**src/rtl/dram_ctrl_pkg.sv**
```systemverilog
package dram_ctrl_pkg;
  typedef enum logic [2:0] {
    ST_IDLE,
    ST_ROW,
    ST_COL,
    ST_DONE,
    ST_REF_RAS,
    ST_REF_DONE
  } seq_state_e;
endpackage

```
**src/rtl/dram_ref_timer.sv**
```systemverilog
module dram_ref_timer #(
  parameter int REF_INTERVAL = 780,
  parameter int ROW_W        = 8
) (
  input  logic             clk_i,
  input  logic             rst_ni,
  input  logic             take_i,
  input  logic             done_i,
  output logic             pend_o,
  output logic [ROW_W-1:0] row_o
);
  localparam int CNT_W = $clog2(REF_INTERVAL + 1);
  localparam logic [CNT_W-1:0] RELOAD = CNT_W'(REF_INTERVAL - 1);

  logic [CNT_W-1:0] cnt_q;
  logic             expire;

  assign expire = (cnt_q == '0);

  always_ff @(posedge clk_i or negedge rst_ni) begin
    if (!rst_ni) cnt_q <= RELOAD;
    else if (expire) cnt_q <= RELOAD;
    else cnt_q <= cnt_q - 1'b1;
  end

  // expiry wins over a same-cycle take so no interval is lost
  always_ff @(posedge clk_i or negedge rst_ni) begin
    if (!rst_ni) pend_o <= 1'b0;
    else if (expire) pend_o <= 1'b1;
    else if (take_i) pend_o <= 1'b0;
  end

  always_ff @(posedge clk_i or negedge rst_ni) begin
    if (!rst_ni) row_o <= '0;
    else if (done_i) row_o <= row_o + 1'b1;
  end

  assert_pend_held_R7: assert property (@(posedge clk_i) disable iff (!rst_ni)
    (pend_o && !take_i) |=> pend_o);
endmodule

```
**src/rtl/dram_seq_fsm.sv**
```systemverilog
module dram_seq_fsm
  import dram_ctrl_pkg::*;
#(
  parameter int T_ROW      = 2,
  parameter int T_COL      = 2,
  parameter int T_DONE     = 2,
  parameter int T_REF_RAS  = 3,
  parameter int T_REF_DONE = 2
) (
  input  logic       clk_i,
  input  logic       rst_ni,
  input  logic       req_i,
  input  logic       ref_pend_i,
  output seq_state_e state_o,
  output logic       latch_o,
  output logic       ref_take_o,
  output logic       ref_done_o,
  output logic       ack_o
);
  function automatic int max2(int a, int b);
    return (a > b) ? a : b;
  endfunction

  localparam int TMAX  = max2(max2(max2(T_ROW, T_COL), max2(T_DONE, T_REF_RAS)), T_REF_DONE);
  localparam int CNT_W = $clog2(TMAX + 1);

  seq_state_e       state_q, state_d;
  logic [CNT_W-1:0] ph_q, ph_d;
  logic             last;

  assign last    = (ph_q == '0);
  assign state_o = state_q;

  always_comb begin
    state_d    = state_q;
    ph_d       = last ? '0 : ph_q - 1'b1;
    latch_o    = 1'b0;
    ref_take_o = 1'b0;
    ref_done_o = 1'b0;
    ack_o      = 1'b0;
    unique case (state_q)
      ST_IDLE: begin
        if (ref_pend_i) begin
          state_d    = ST_REF_RAS;
          ph_d       = CNT_W'(T_REF_RAS - 1);
          ref_take_o = 1'b1;
        end else if (req_i) begin
          state_d = ST_ROW;
          ph_d    = CNT_W'(T_ROW - 1);
          latch_o = 1'b1;
        end
      end
      ST_ROW: if (last) begin
        state_d = ST_COL;
        ph_d    = CNT_W'(T_COL - 1);
      end
      ST_COL: if (last) begin
        state_d = ST_DONE;
        ph_d    = CNT_W'(T_DONE - 1);
      end
      ST_DONE: if (last) begin
        state_d = ST_IDLE;
        ack_o   = 1'b1;
      end
      ST_REF_RAS: if (last) begin
        state_d = ST_REF_DONE;
        ph_d    = CNT_W'(T_REF_DONE - 1);
      end
      ST_REF_DONE: if (last) begin
        state_d    = ST_IDLE;
        ref_done_o = 1'b1;
      end
      default: state_d = ST_IDLE;
    endcase
  end

  always_ff @(posedge clk_i or negedge rst_ni) begin
    if (!rst_ni) begin
      state_q <= ST_IDLE;
      ph_q    <= '0;
    end else begin
      state_q <= state_d;
      ph_q    <= ph_d;
    end
  end

  assert_ref_first_R7: assert property (@(posedge clk_i) disable iff (!rst_ni)
    (state_q == ST_IDLE && ref_pend_i) |=> (state_q == ST_REF_RAS));
  assert_access_uninterrupted_R7: assert property (@(posedge clk_i) disable iff (!rst_ni)
    (state_q == ST_ROW) |=> (state_q inside {ST_ROW, ST_COL}));
endmodule

```
**src/rtl/dram_addr_mux.sv**
```systemverilog
module dram_addr_mux
  import dram_ctrl_pkg::*;
#(
  parameter int ADDR_W   = 20,
  parameter int MA_W     = 9,
  parameter int BANK_LSB = 19,
  parameter int BANK_W   = 1,
  parameter int ROW_W    = 8
) (
  input  logic              clk_i,
  input  logic              rst_ni,
  input  logic              latch_i,
  input  logic [ADDR_W-1:0] addr_i,
  input  logic              we_i,
  input  seq_state_e        state_i,
  input  logic [ROW_W-1:0]  ref_row_i,
  output logic [MA_W-1:0]   ma_o,
  output logic [BANK_W-1:0] bank_o,
  output logic              we_o
);
  localparam int COL_LSB = 1;
  localparam int ROW_LSB = COL_LSB + MA_W;

  logic [MA_W-1:0] row_q, col_q;

  always_ff @(posedge clk_i or negedge rst_ni) begin
    if (!rst_ni) begin
      row_q  <= '0;
      col_q  <= '0;
      bank_o <= '0;
      we_o   <= 1'b0;
    end else if (latch_i) begin
      row_q  <= addr_i[ROW_LSB +: MA_W];
      col_q  <= addr_i[COL_LSB +: MA_W];
      bank_o <= addr_i[BANK_LSB +: BANK_W];
      we_o   <= we_i;
    end
  end

  always_comb begin
    unique case (state_i)
      ST_COL, ST_DONE:         ma_o = col_q;
      ST_REF_RAS, ST_REF_DONE: ma_o = MA_W'(ref_row_i);
      default:                 ma_o = row_q;
    endcase
  end
endmodule

```
**src/rtl/dram_refresh_ctrl.sv**
```systemverilog
module dram_refresh_ctrl
  import dram_ctrl_pkg::*;
#(
  parameter int ADDR_W       = 20,
  parameter int MA_W         = 9,
  parameter int BANKS        = 2,
  parameter int BANK_LSB     = 19,
  parameter int ROW_W        = 8,
  parameter int REF_INTERVAL = 780,
  parameter int T_ROW        = 2,
  parameter int T_COL        = 2,
  parameter int T_DONE       = 2,
  parameter int T_REF_RAS    = 3,
  parameter int T_REF_DONE   = 2
) (
  input  logic              clk_i,
  input  logic              rst_ni,
  input  logic              req_i,
  input  logic              we_i,
  input  logic [ADDR_W-1:0] addr_i,
  output logic              wait_o,
  output logic              ack_o,
  output logic [MA_W-1:0]   ma_o,
  output logic [BANKS-1:0]  ras_n_o,
  output logic [BANKS-1:0]  cas_n_o,
  output logic              we_n_o
);
  localparam int BANK_W = (BANKS > 1) ? $clog2(BANKS) : 1;

  seq_state_e        state;
  logic              latch, ref_take, ref_done, ref_pend, we_q;
  logic [ROW_W-1:0]  ref_row;
  logic [BANK_W-1:0] bank;
  logic              acc_ras, acc_cas, ref_ras, ref_busy;

  dram_ref_timer #(
    .REF_INTERVAL(REF_INTERVAL),
    .ROW_W       (ROW_W)
  ) u_timer (
    .clk_i (clk_i),
    .rst_ni(rst_ni),
    .take_i(ref_take),
    .done_i(ref_done),
    .pend_o(ref_pend),
    .row_o (ref_row)
  );

  dram_seq_fsm #(
    .T_ROW     (T_ROW),
    .T_COL     (T_COL),
    .T_DONE    (T_DONE),
    .T_REF_RAS (T_REF_RAS),
    .T_REF_DONE(T_REF_DONE)
  ) u_fsm (
    .clk_i     (clk_i),
    .rst_ni    (rst_ni),
    .req_i     (req_i),
    .ref_pend_i(ref_pend),
    .state_o   (state),
    .latch_o   (latch),
    .ref_take_o(ref_take),
    .ref_done_o(ref_done),
    .ack_o     (ack_o)
  );

  dram_addr_mux #(
    .ADDR_W  (ADDR_W),
    .MA_W    (MA_W),
    .BANK_LSB(BANK_LSB),
    .BANK_W  (BANK_W),
    .ROW_W   (ROW_W)
  ) u_mux (
    .clk_i    (clk_i),
    .rst_ni   (rst_ni),
    .latch_i  (latch),
    .addr_i   (addr_i),
    .we_i     (we_i),
    .state_i  (state),
    .ref_row_i(ref_row),
    .ma_o     (ma_o),
    .bank_o   (bank),
    .we_o     (we_q)
  );

  assign acc_ras  = (state == ST_ROW) || (state == ST_COL);
  assign acc_cas  = (state == ST_COL);
  assign ref_ras  = (state == ST_REF_RAS);
  assign ref_busy = ref_ras || (state == ST_REF_DONE);
  assign we_n_o   = !(acc_cas && we_q);
  assign wait_o   = ref_busy || (req_i && !ack_o);

  for (genvar b = 0; b < BANKS; b++) begin : g_bank
    logic sel;
    assign sel        = (bank == BANK_W'(b));
    assign ras_n_o[b] = !((acc_ras && sel) || ref_ras);
    assign cas_n_o[b] = !(acc_cas && sel);

    assert_cas_under_ras_R2: assert property (@(posedge clk_i) disable iff (!rst_ni)
      !cas_n_o[b] |-> !ras_n_o[b]);
  end

  assert_ras_only_refresh_R4: assert property (@(posedge clk_i) disable iff (!rst_ni)
    (ras_n_o == '0) |-> ((&cas_n_o) && we_n_o));
  assert_wait_in_refresh_R6: assert property (@(posedge clk_i) disable iff (!rst_ni)
    (ras_n_o == '0) |-> wait_o);
  assert_single_bank_cas_R5: assert property (@(posedge clk_i) disable iff (!rst_ni)
    $onehot0(~cas_n_o));
  assert_ack_no_wait_R6: assert property (@(posedge clk_i) disable iff (!rst_ni)
    ack_o |-> (!wait_o && (&ras_n_o) && (&cas_n_o)));
endmodule

```
**config.mk**
```make
export PLATFORM = sky130hd
export DESIGN_NAME = dram_refresh_ctrl
export DESIGN_NICKNAME = d
export VERILOG_FILES = /design/src/rtl/dram_ctrl_pkg.sv /design/src/rtl/dram_ref_timer.sv /design/src/rtl/dram_seq_fsm.sv /design/src/rtl/dram_addr_mux.sv /design/src/rtl/dram_refresh_ctrl.sv
export SDC_FILE = /design/constraint.sdc
export NUM_CORES = 1
export LEC_CHECK = 0
export BUFFER_PORTS_ARGS = -buffer_cell sky130_fd_sc_hd__buf_2
export CAP_MARGIN = 40
export CORE_MARGIN = 2
export CORE_UTILIZATION = 40
export DETAILED_ROUTE_END_ITERATION = 7
export SLEW_MARGIN = 25
export SYNTH_ARGS = -nofsm -noshare
export SYNTH_HDL_FRONTEND = slang
export SYNTH_HIERARCHICAL = 1
export SYNTH_SLANG_ARGS = --single-unit
```
**constraint.sdc**
```tcl
create_clock -name clk_i -period 3.54 [get_ports clk_i]
set_input_delay 0.354 -clock clk_i [delete_from_list [all_inputs] [get_ports clk_i]]
set_output_delay 0.354 -clock clk_i [all_outputs]
set_load 0.05 [all_outputs]
```
== Word level (Yosys, flattened, before mapping) ==
Index checks and enable logic that the tools add are counted.
W data, S select, Z words.

* Add/subtract/negate cells: 3
* Multipliers: 0
* Div/mod/pow operators: 0
* $lt $le $gt $ge: 0
* Equality and inequality tests: 10
* Shift-type cells: 0
* Mux-type cells: 24
* Bitwise operators: 1
* Reductions and logical operators: 26

{| class="wikitable"
|+ Operators with widths
! operator !! count
|-
| $mux W3 || 6
|-
| $pmux W9 S2 || 1
|-
| $pmux W3 S5 || 1
|-
| $logic_not A10 Y1 || 1
|-
| $mux W1 || 10
|-
| $mux W10 || 1
|-
| $sub A10 B1 Y10 const B || 1
|-
| $add A8 B1 Y8 const B || 1
|-
| $mux W2 || 4
|-
| $ne A2 B1 Y1 const B || 4
|-
| $eq A3 B2 Y1 const B || 2
|-
| $eq A3 B3 Y1 const B || 2
|-
| $logic_and A1 B1 Y1 || 6
|-
| $logic_not A1 Y1 || 6
|-
| $reduce_or A2 Y1 || 3
|-
| $logic_or A1 B1 Y1 || 5
|-
| $reduce_and A5 Y1 || 1
|-
| $pmux W2 S2 || 1
|-
| $eq A3 B1 Y1 const B || 1
|-
| $logic_not A3 Y1 || 1
|-
| $ne A3 B3 Y1 const B || 1
|-
| $reduce_or A3 Y1 || 1
|-
| $logic_not A2 Y1 || 1
|-
| $reduce_bool A2 Y1 || 1
|-
| other kinds (2) || 2
|}

* Flip-flop bits (word level): 44
* Latch bits: 0
* RAM bits: 0
* ROM bits: 0
* Input port bits: 24
* Output and inout port bits: 16
* Logic and storage cells: 73
* Memories: 0

== Logic depth before layout (Yosys ltp) ==
Gate-level depths: netlist of the first run.

* Depth in word-level cells: 6
* Depth in mapped cells: 6
* Mapped depth without buffers: 5

== By module ==
Netlist of the first run, hierarchy kept.

{| class="wikitable"
|+ By module, submodules not included
! module !! instances !! cells an instance !! area each (µm²) !! seq. area each (µm²)
|-
| dram_addr_mux || 1 || 77 || 1021.0 || 500.5
|-
| dram_ref_timer || 1 || 76 || 857.1 || 481.7
|-
| dram_seq_fsm || 1 || 33 || 324.1 || 125.1
|-
| dram_refresh_ctrl || 1 || 13 || 88.8 || 0.0
|}

== Worst setup path after synthesis of the first run ==
OpenSTA, ideal clock, no wires.

* Path kind: register -> output
* From: reg u_fsm.state_q[0], in the netlist u_fsm/state_o[0]
* To: out wait_o
* Arrival: 2179 ps
* Required time: 3186 ps
* Setup slack: 1007 ps
* Cell stages (with the launch flop): 4
* Buffers on the path: 0
* Path through: dfrtp_1 -> or3b_4 -> nor3b_2 -> o22ai_1

* Longest elaborated chain between the ends: 5

{| class="wikitable"
|+ RTL lines
! element !! line !! text
|-
| start, declared || dram_seq_fsm.sv:27 || <nowiki>seq_state_e state_q, state_d;</nowiki>
|-
| start signal, assigned || dram_seq_fsm.sv:82 || <nowiki>state_q <= state_d;</nowiki>
|-
| $eq A3 B2 Y1 || dram_seq_fsm.sv:41 || <nowiki>unique case (state_q)</nowiki>
|-
| $mux W1 || dram_seq_fsm.sv:41 ||
|-
| net ack_o || dram_refresh_ctrl.sv:22 || <nowiki>output logic ack_o,</nowiki>
|-
| $logic_not A1 Y1 || dram_refresh_ctrl.sv:90 || <nowiki>assign wait_o = ref_busy || (req_i && !ack_o);</nowiki>
|-
| $logic_and A1 B1 Y1 || dram_refresh_ctrl.sv:90 ||
|-
| $logic_or A1 B1 Y1 || dram_refresh_ctrl.sv:90 ||
|-
| end, declared || dram_refresh_ctrl.sv:21 || <nowiki>output logic wait_o,</nowiki>
|}

The timed path passes the listed nets, and every way through them passes these cells.

== Final worst setup path of the first run ==
* From: reg u_fsm.state_q[1], in the netlist u_fsm/state_o[1]
* To: out ma_o[1]

* Longest elaborated chain between the ends: 3

{| class="wikitable"
|+ RTL lines
! element !! line !! text
|-
| $eq A3 B3 Y1 / $eq A3 B2 Y1 (equally long branches) || dram_addr_mux.sv:41 || <nowiki>unique case (state_i)</nowiki>
|-
| $reduce_or A2 Y1 || dram_addr_mux.sv:41 ||
|-
| $pmux W9 S2 * || dram_addr_mux.sv:41 ||
|-
| end, declared || dram_refresh_ctrl.sv:23 || <nowiki>output logic [MA_W-1:0] ma_o,</nowiki>
|}

Every way passes the cells marked *; elsewhere a longest branch is shown, timed or not.

==> results of run 1 <==
power by group through the flow:
stage	logic (mW)	registers [mW]	clock network (mW)
after floorplan	1.21	0.790	0
after global placement	1.37	0.860	0
after detailed placement	1.38	0.858	0
after CTS	1.38	0.855	0.389
after global routing	1.47	0.887	0.414
final	1.37	0.854	0.374
Yosys cell counts (3+ instances only):
| cell type | number |
|---|---|
| a22oi_1 | 8 |
| buf_6 | 3 |
| dfrtp_1 | 39 |
| dfstp_2 | 5 |
| ha_1 | 4 |
| inv_1 | 8 |
| mux2_4 | 20 |
| nand2_1 | 21 |
| nand4_1 | 5 |
| nor2_1 | 9 |
| nor2b_1 | 3 |
| nor3_1 | 4 |
| nor3b_1 | 4 |
| o21ai_0 | 12 |
| xnor2_1 | 8 |
| xor2_1 | 4 |
final timing paths:
kind / start / end / slack [ps]
worst max register to register: u_fsm/state_o[0] / u_timer/row_o[7] / 1130
worst min-delay path: addr_i[18] / u_mux/row_q[8] / 290
max in group asynchronous: rst_ni / u_timer/cnt_q[1] / 2460
min in group asynchronous: rst_ni / u_timer/cnt_q[7] / 520
worst min register to register: u_timer/cnt_q[0] / u_timer/cnt_q[0] / 490
worst max-delay path: u_fsm/state_o[1] / ma_o[1] / 1070
routing by layer:
metal / GRT usage [%] / wire, um
met3: 3.51 / 119
met5: 0 / 0
met4: 3.62 / 0
met2: 22.0 / 1920
met1: 19.4 / 2050
layout make-up:
class / instances / area (um^2) / share of cell area [%]
clock buffers: 6 / 72.6 / 2.73
flip-flops and latches: 44 / 1110 / 41.7
clock inverters: 2 / 35.0 / 1.32
multi-input cells: 138 / 1090 / 41.1
well taps: 72 / 90.1 / 3.39
repair buffers: 41 / 228 / 8.58
inverters: 8 / 30.0 / 1.13
logic make-up (layout without fill, tap and decap cells):
kind of cell,Yosys count,after routing,share of synthesized area [%]
buf+inv,17,57,4.15
xor+xnor,12,12,4.59
simple gates,62,62,15.5
flops,44,44,48.3
fa+ha+maj,4,4,2.18
mux,21,21,13.6
compound gates,39,39,11.6
state kept, by name (all words and copies together) (netlist names):
signal	cells
u_mux/row_q	9
u_timer/cnt_q	10
u_fsm/ph_q	2
u_mux/we_o	1
u_mux/col_q	9
u_timer/row_o	8
u_fsm/state_o	3
u_timer/pend_o	1
u_mux/bank_o	1
per-stage QoR:
step	cells	setup WS, ps	power (mW)
3_5_place_dp	302	1110	2.24
5_1_grt	311	842	2.77
3_3_place_gp	301	1170	2.22
6_report	311	1070	2.60
4_1_cts	311	1050	2.63
2_1_floorplan	199	1010	2.00
timing repair:
action | in CTS | in global routing
hold endpoints to repair | 7 | 0
hold buffers | 1 | 0
resized for setup | 0 | 0
==> results.md, run 1 <==
- Worst setup EP type: output port
- H-tree depth: 2
- DRT iter0 DRCs: 58
- Worst Path Arrival: 2120 ps
- Crit path largest cell delay: 670 ps
- I/O Pins: 40
- Total negative slack: 0 ps
- Core Util, Final: 48.2%
- Peak supply drop: 0.783 mV
- Total number of yosys warnings: 6
- Fraction of registers with async set/reset: 100%
- Internal power component: 1.40 mW
- Pre-antenna DRT Iters: 4
- Most frequent cells in the layout: dfrtp_1, buf_2, nand2_1
- Critical Path RT: 3190 ps
- Design area: 2650 um^2
- Most common cell after layout, fill and taps aside: dfrtp_1
- Mapped Avg Cell Area: 11.5 um^2
- R2R cell count: 5
- Lkg Pwr: 1.22 nW
- First-pass GRT wire length: 7.02 mm
- TritonCTS Buffers: 5
- Hold WS: 289 ps
- Effective utilization at floorplan: 41.6%
- Worst-margin pin slew: 794 ps
- Final count of negative-setup-slack endpoints: 0
- Layout area overhead: 15.8%
- Sequential share of power: 32.9%
- Die Ht: 79.7 um
- Reg clk slew, reported paths: 80 ps
- Top cells by area, synth: dfrtp_1, mux2_4, dfstp_2, nand2_1, xnor2_1
- Final WL: 4.09 mm
- Placer Congestion: 0.774
- Relative slew slack: 46.5%
- Std cell rows: 27
- Die area: 6350 um^2
- Power per cell area: 979 nW/um^2
- Die width: 79.7 um
- Filler cells: 508
- Family with the most delay on the worst path: flip-flops
- Crit path max fanout: 18
- Vias per cell: 5.09
- Post-CTS Setup Inserts: 0
- Antenna Violating Nets Remaining: 0
- Critical-path top delay cell: dfrtp_1
- WP buf/inv: 2
- EDFF count, synth: 0
- Switching part of the total: 46.3%
- Share of cells above drive strength 1: 33.9%
- Worst Hold Class: primary input to flop
- Final Slew Violations: 0
- Crit share post-route: 69.9%
- Placed Area: 2540 um^2
- Vias: 1,583
- CTS tree: yes
- Status: finished, final reports clean
- WL per Instance: 13.1 um
- Critical path type: flop to output port
- Switch Pwr: 1.20 mW
- Nets: 266
- Largest net degree at the start of global routing: 28
- Combinational power share: 52.7%
- Synthesized net count: 227
- Post-synth top area cell: dfrtp_1
- Fmax: 0.404 GHz
- Post-Syn Area: 2290 um^2
- Sequential fraction of the synthesis area: 48.3%
- Core area: 5510 um^2
- Stages on the worst setup path: 5
- Worst-Skew Late Latency: 290 ps
- Distinct cells, synth: 46
- Post-synth top area share: 42.6%
- Final Skew: 6.54 ps
- Clock sink count: 44
- Final Hold Vio Count: 0
- Final min period: 2470 ps
- Vias in the first global route: 1,529
- Worst-path cell chain: inv_1 > ha_1 > nand2_1 > o21ai_0 > buf_2
- Clock Tree Buf Depth: 2
- Grt ovf: 0
- Cell count after synthesis: 199
- Clock power frac: 14.4%
- Initial antenna violation count: 0
- GRT Total Usage: 14.0%
- Max Cap Viol: 0
- # diodes: 0
- I/O Buffers: 38
- RSZ-0062 raised after global routing: false
- CP Launch Type: flop
- FF+latch count, synth: 44
- DRC errors left: 0
- Clock root buffer: clkbuf_8
- Hold depth: 2
- Post-synth top flop: dfrtp_1
- DP HPWL: 2.92 mm
Power figures use the tool's default switching activity.
==> run 2: changes to the inputs <==
- clock period: 3.54 -> 2.5 ns (I/O delays scaled with it)
==> run 2 against run 1 <==
Routed wire length increased by 1.2%. Setup slack got worse by 580 ps. Via count decreased by 0.76%. Critical path depth decreased by 1. Clock power increased by 12%. Combinational power increased by 50%. Utilization increased by 0.30 points. Cell count increased by 1.6%. Largest power group unchanged.
==> results.md, run 2 (synthesis gave the netlist of run 1 again) <==
- Effective utilization at floorplan: 41.6% (unchanged)
- Worst setup EP type: output port (unchanged)
- DRT iter0 DRCs: 32 (was 58)
- Grt ovf: 0 (unchanged)
- Final Skew: 3.06 ps (was 6.54 ps)
- Layout area overhead: 16.5% (was 15.8%)
- Final count of negative-setup-slack endpoints: 0 (unchanged)
- I/O Buffers: 38 (unchanged)
- Critical Path RT: 2250 ps (was 3190 ps)
- Die width: 79.7 um (unchanged)
- GRT met2 Usage: 22.5% (was 22.0%)
- Most flops, register: u_timer/cnt_q (unchanged)
- Worst Path Arrival: 1760 ps (was 2120 ps)
- WL per Instance: 13.1 um (about the same)
- Antenna Violating Nets Remaining: 0 (unchanged)
- Reg clk slew, reported paths: 80 ps (about the same)
- Share of cells above drive strength 1: 34.8% (was 33.9%)
- Grt peak-use layer: met2 (unchanged)
- Worst-Skew Late Latency: 280 ps (was 290 ps)
- Biggest regs: u_timer/cnt_q: 10 flops, u_mux/col_q: 9 flops, u_mux/row_q: 9 flops (unchanged)
- Vias: 1,571 (was 1,583)
- H-tree depth: 2 (unchanged)
- Crit path max fanout: 18 (unchanged)
- Die area: 6350 um^2 (unchanged)
- Final Hold Vio Count: 0 (unchanged)
- Most frequent cells in the layout: dfrtp_1, buf_2, nand2_1 (unchanged)
- Met1 usage: 19.6% (was 19.4%)
- Placer Congestion: 0.803 (was 0.774)
- I/O Pins: 40 (unchanged)
- Pre-CTS WS: 648 ps (was 1110 ps)
- RSZ-0062 raised after global routing: false (unchanged)
- Max FFs per register: 10 (unchanged)
- Clock sink count: 44 (unchanged)
- Hold depth: 2 (unchanged)
- Most common cell after layout, fill and taps aside: dfrtp_1 (unchanged)
- Setup ws final: 486 ps (was 1070 ps)
- Core Util, Final: 48.5% (was 48.2%)
- Clock root buffer: clkbuf_8 (unchanged)
- Die Ht: 79.7 um (unchanged)
- Core area: 5510 um^2 (unchanged)
- Largest net degree at the start of global routing: 24 (was 28)
- Power per cell area: 1350 nW/um^2 (was 979 nW/um^2)
- Relative slew slack: 62.8% (was 46.5%)
- DRC errors left: 0 (unchanged)
- Filler cells: 527 (was 508)
- Max Cap Viol: 0 (unchanged)
- Status: finished, final reports clean (unchanged)
- Final WL: 4.14 mm (was 4.09 mm)
- GRT Total Usage: 14.3% (was 14.0%)
- Worst-margin pin slew: 553 ps (was 794 ps)
- Vias per cell: 4.97 (was 5.09)
- Crit share post-route: 80.5%
- DP HPWL: 3.00 mm (was 2.92 mm)
- Final min period: 2010 ps
- CTS resizes: 0 (unchanged)
- # diodes: 0 (unchanged)
- CTS tree: yes (unchanged)
- Hold WS: 189 ps (was 289 ps)
- TritonCTS Buffers: 5 (unchanged)
- Std cell rows: 27 (unchanged)
- Clock Tree Buf Depth: 2 (unchanged)
- First-pass GRT wire length: 7.12 mm (was 7.02 mm)
- CP Launch Type: flop (unchanged)
- Fmax: 0.497 GHz
- Pre-antenna DRT Iters: 6 (was 4)
- Final Slew Violations: 0 (unchanged)
- Worst Hold Class: primary input to flop (unchanged)
- Initial antenna violation count: 0 (unchanged)
- Lkg Pwr: 1.24 nW (was 1.22 nW)
- Vias in the first global route: 1,518 (was 1,529)
- R2R cell count: 5 (unchanged)
- Critical path type: flop to output port (unchanged)
- Peak supply drop: 1.06 mV (was 0.783 mV)
- Nets: 271 (was 266)
- Total negative slack: 0 ps (unchanged)
- GR met3 Demand/Resource: 2.83% (was 3.51%)
run 2: final timing paths:
check / slack, ps / start / endpoint
min in group asynchronous: 480 / rst_ni / u_timer/cnt_q[4]
worst max register to register: 640 / u_fsm/ph_q[0] / u_timer/row_o[7]
worst max-delay path: 490 / u_fsm/state_o[2] / ma_o[3]
worst min-delay path: 190 / addr_i[11] / u_mux/row_q[1]
max in group asynchronous: 1450 / rst_ni / u_timer/cnt_q[8]
worst min register to register: 480 / u_timer/cnt_q[0] / u_timer/cnt_q[0]
run 2: cell type report:
cell class                      instances  area, um^2  area share (%)
Timing Repair Buffer                   46         270            10.1
Clock buffer                            7        76.3            2.86
Multi-Input combinational cell        138        1090            40.9
Clock inverter                          1        5.00           0.187
Sequential cell                        44        1110            41.5
Tap cell                               72        90.1            3.37
Inverter                                8        30.0            1.12
run 2: metrics by stage:
stage | instances | instance area (um^2) | total power, mW
after floorplan | 199 | 2290 | 2.83
after global routing | 316 | 2670 | 3.86
after global placement | 305 | 2550 | 3.19
after detailed placement | 306 | 2570 | 3.21
after CTS | 315 | 2670 | 3.65
final | 316 | 2670 | 3.60
run 2: critical path: stages (launching register included):
cell     delay (ps)
dfrtp_1         410
ha_1            580
nand2_1          90
o21ai_0         100
buf_2           300
run 2: report_power, final:
group / internal (mW) / total, mW / switching, mW
clock: 0.196 / 0.420 / 0.223
sequential: 0.947 / 1.12 / 0.175
combinational: 0.768 / 2.06 / 1.29
total: 1.91 / 3.60 / 1.69
run 2: what timing repair did:
action,CTS,global route
setup buffers,0,0
endpoints found under the setup margin,0,0
hold buffers,1,0
hold endpoints to repair,17,0
run 2: metal layers:
metal / part of all wire, % / up-vias / routed length [um]
li1: - / 800 / -
met1: 50 / 747 / 2060
met2: 47 / 24 / 1940
met3: 3.3 / 0 / 137
met4: 0 / 0 / 0
met5: 0 / - / 0
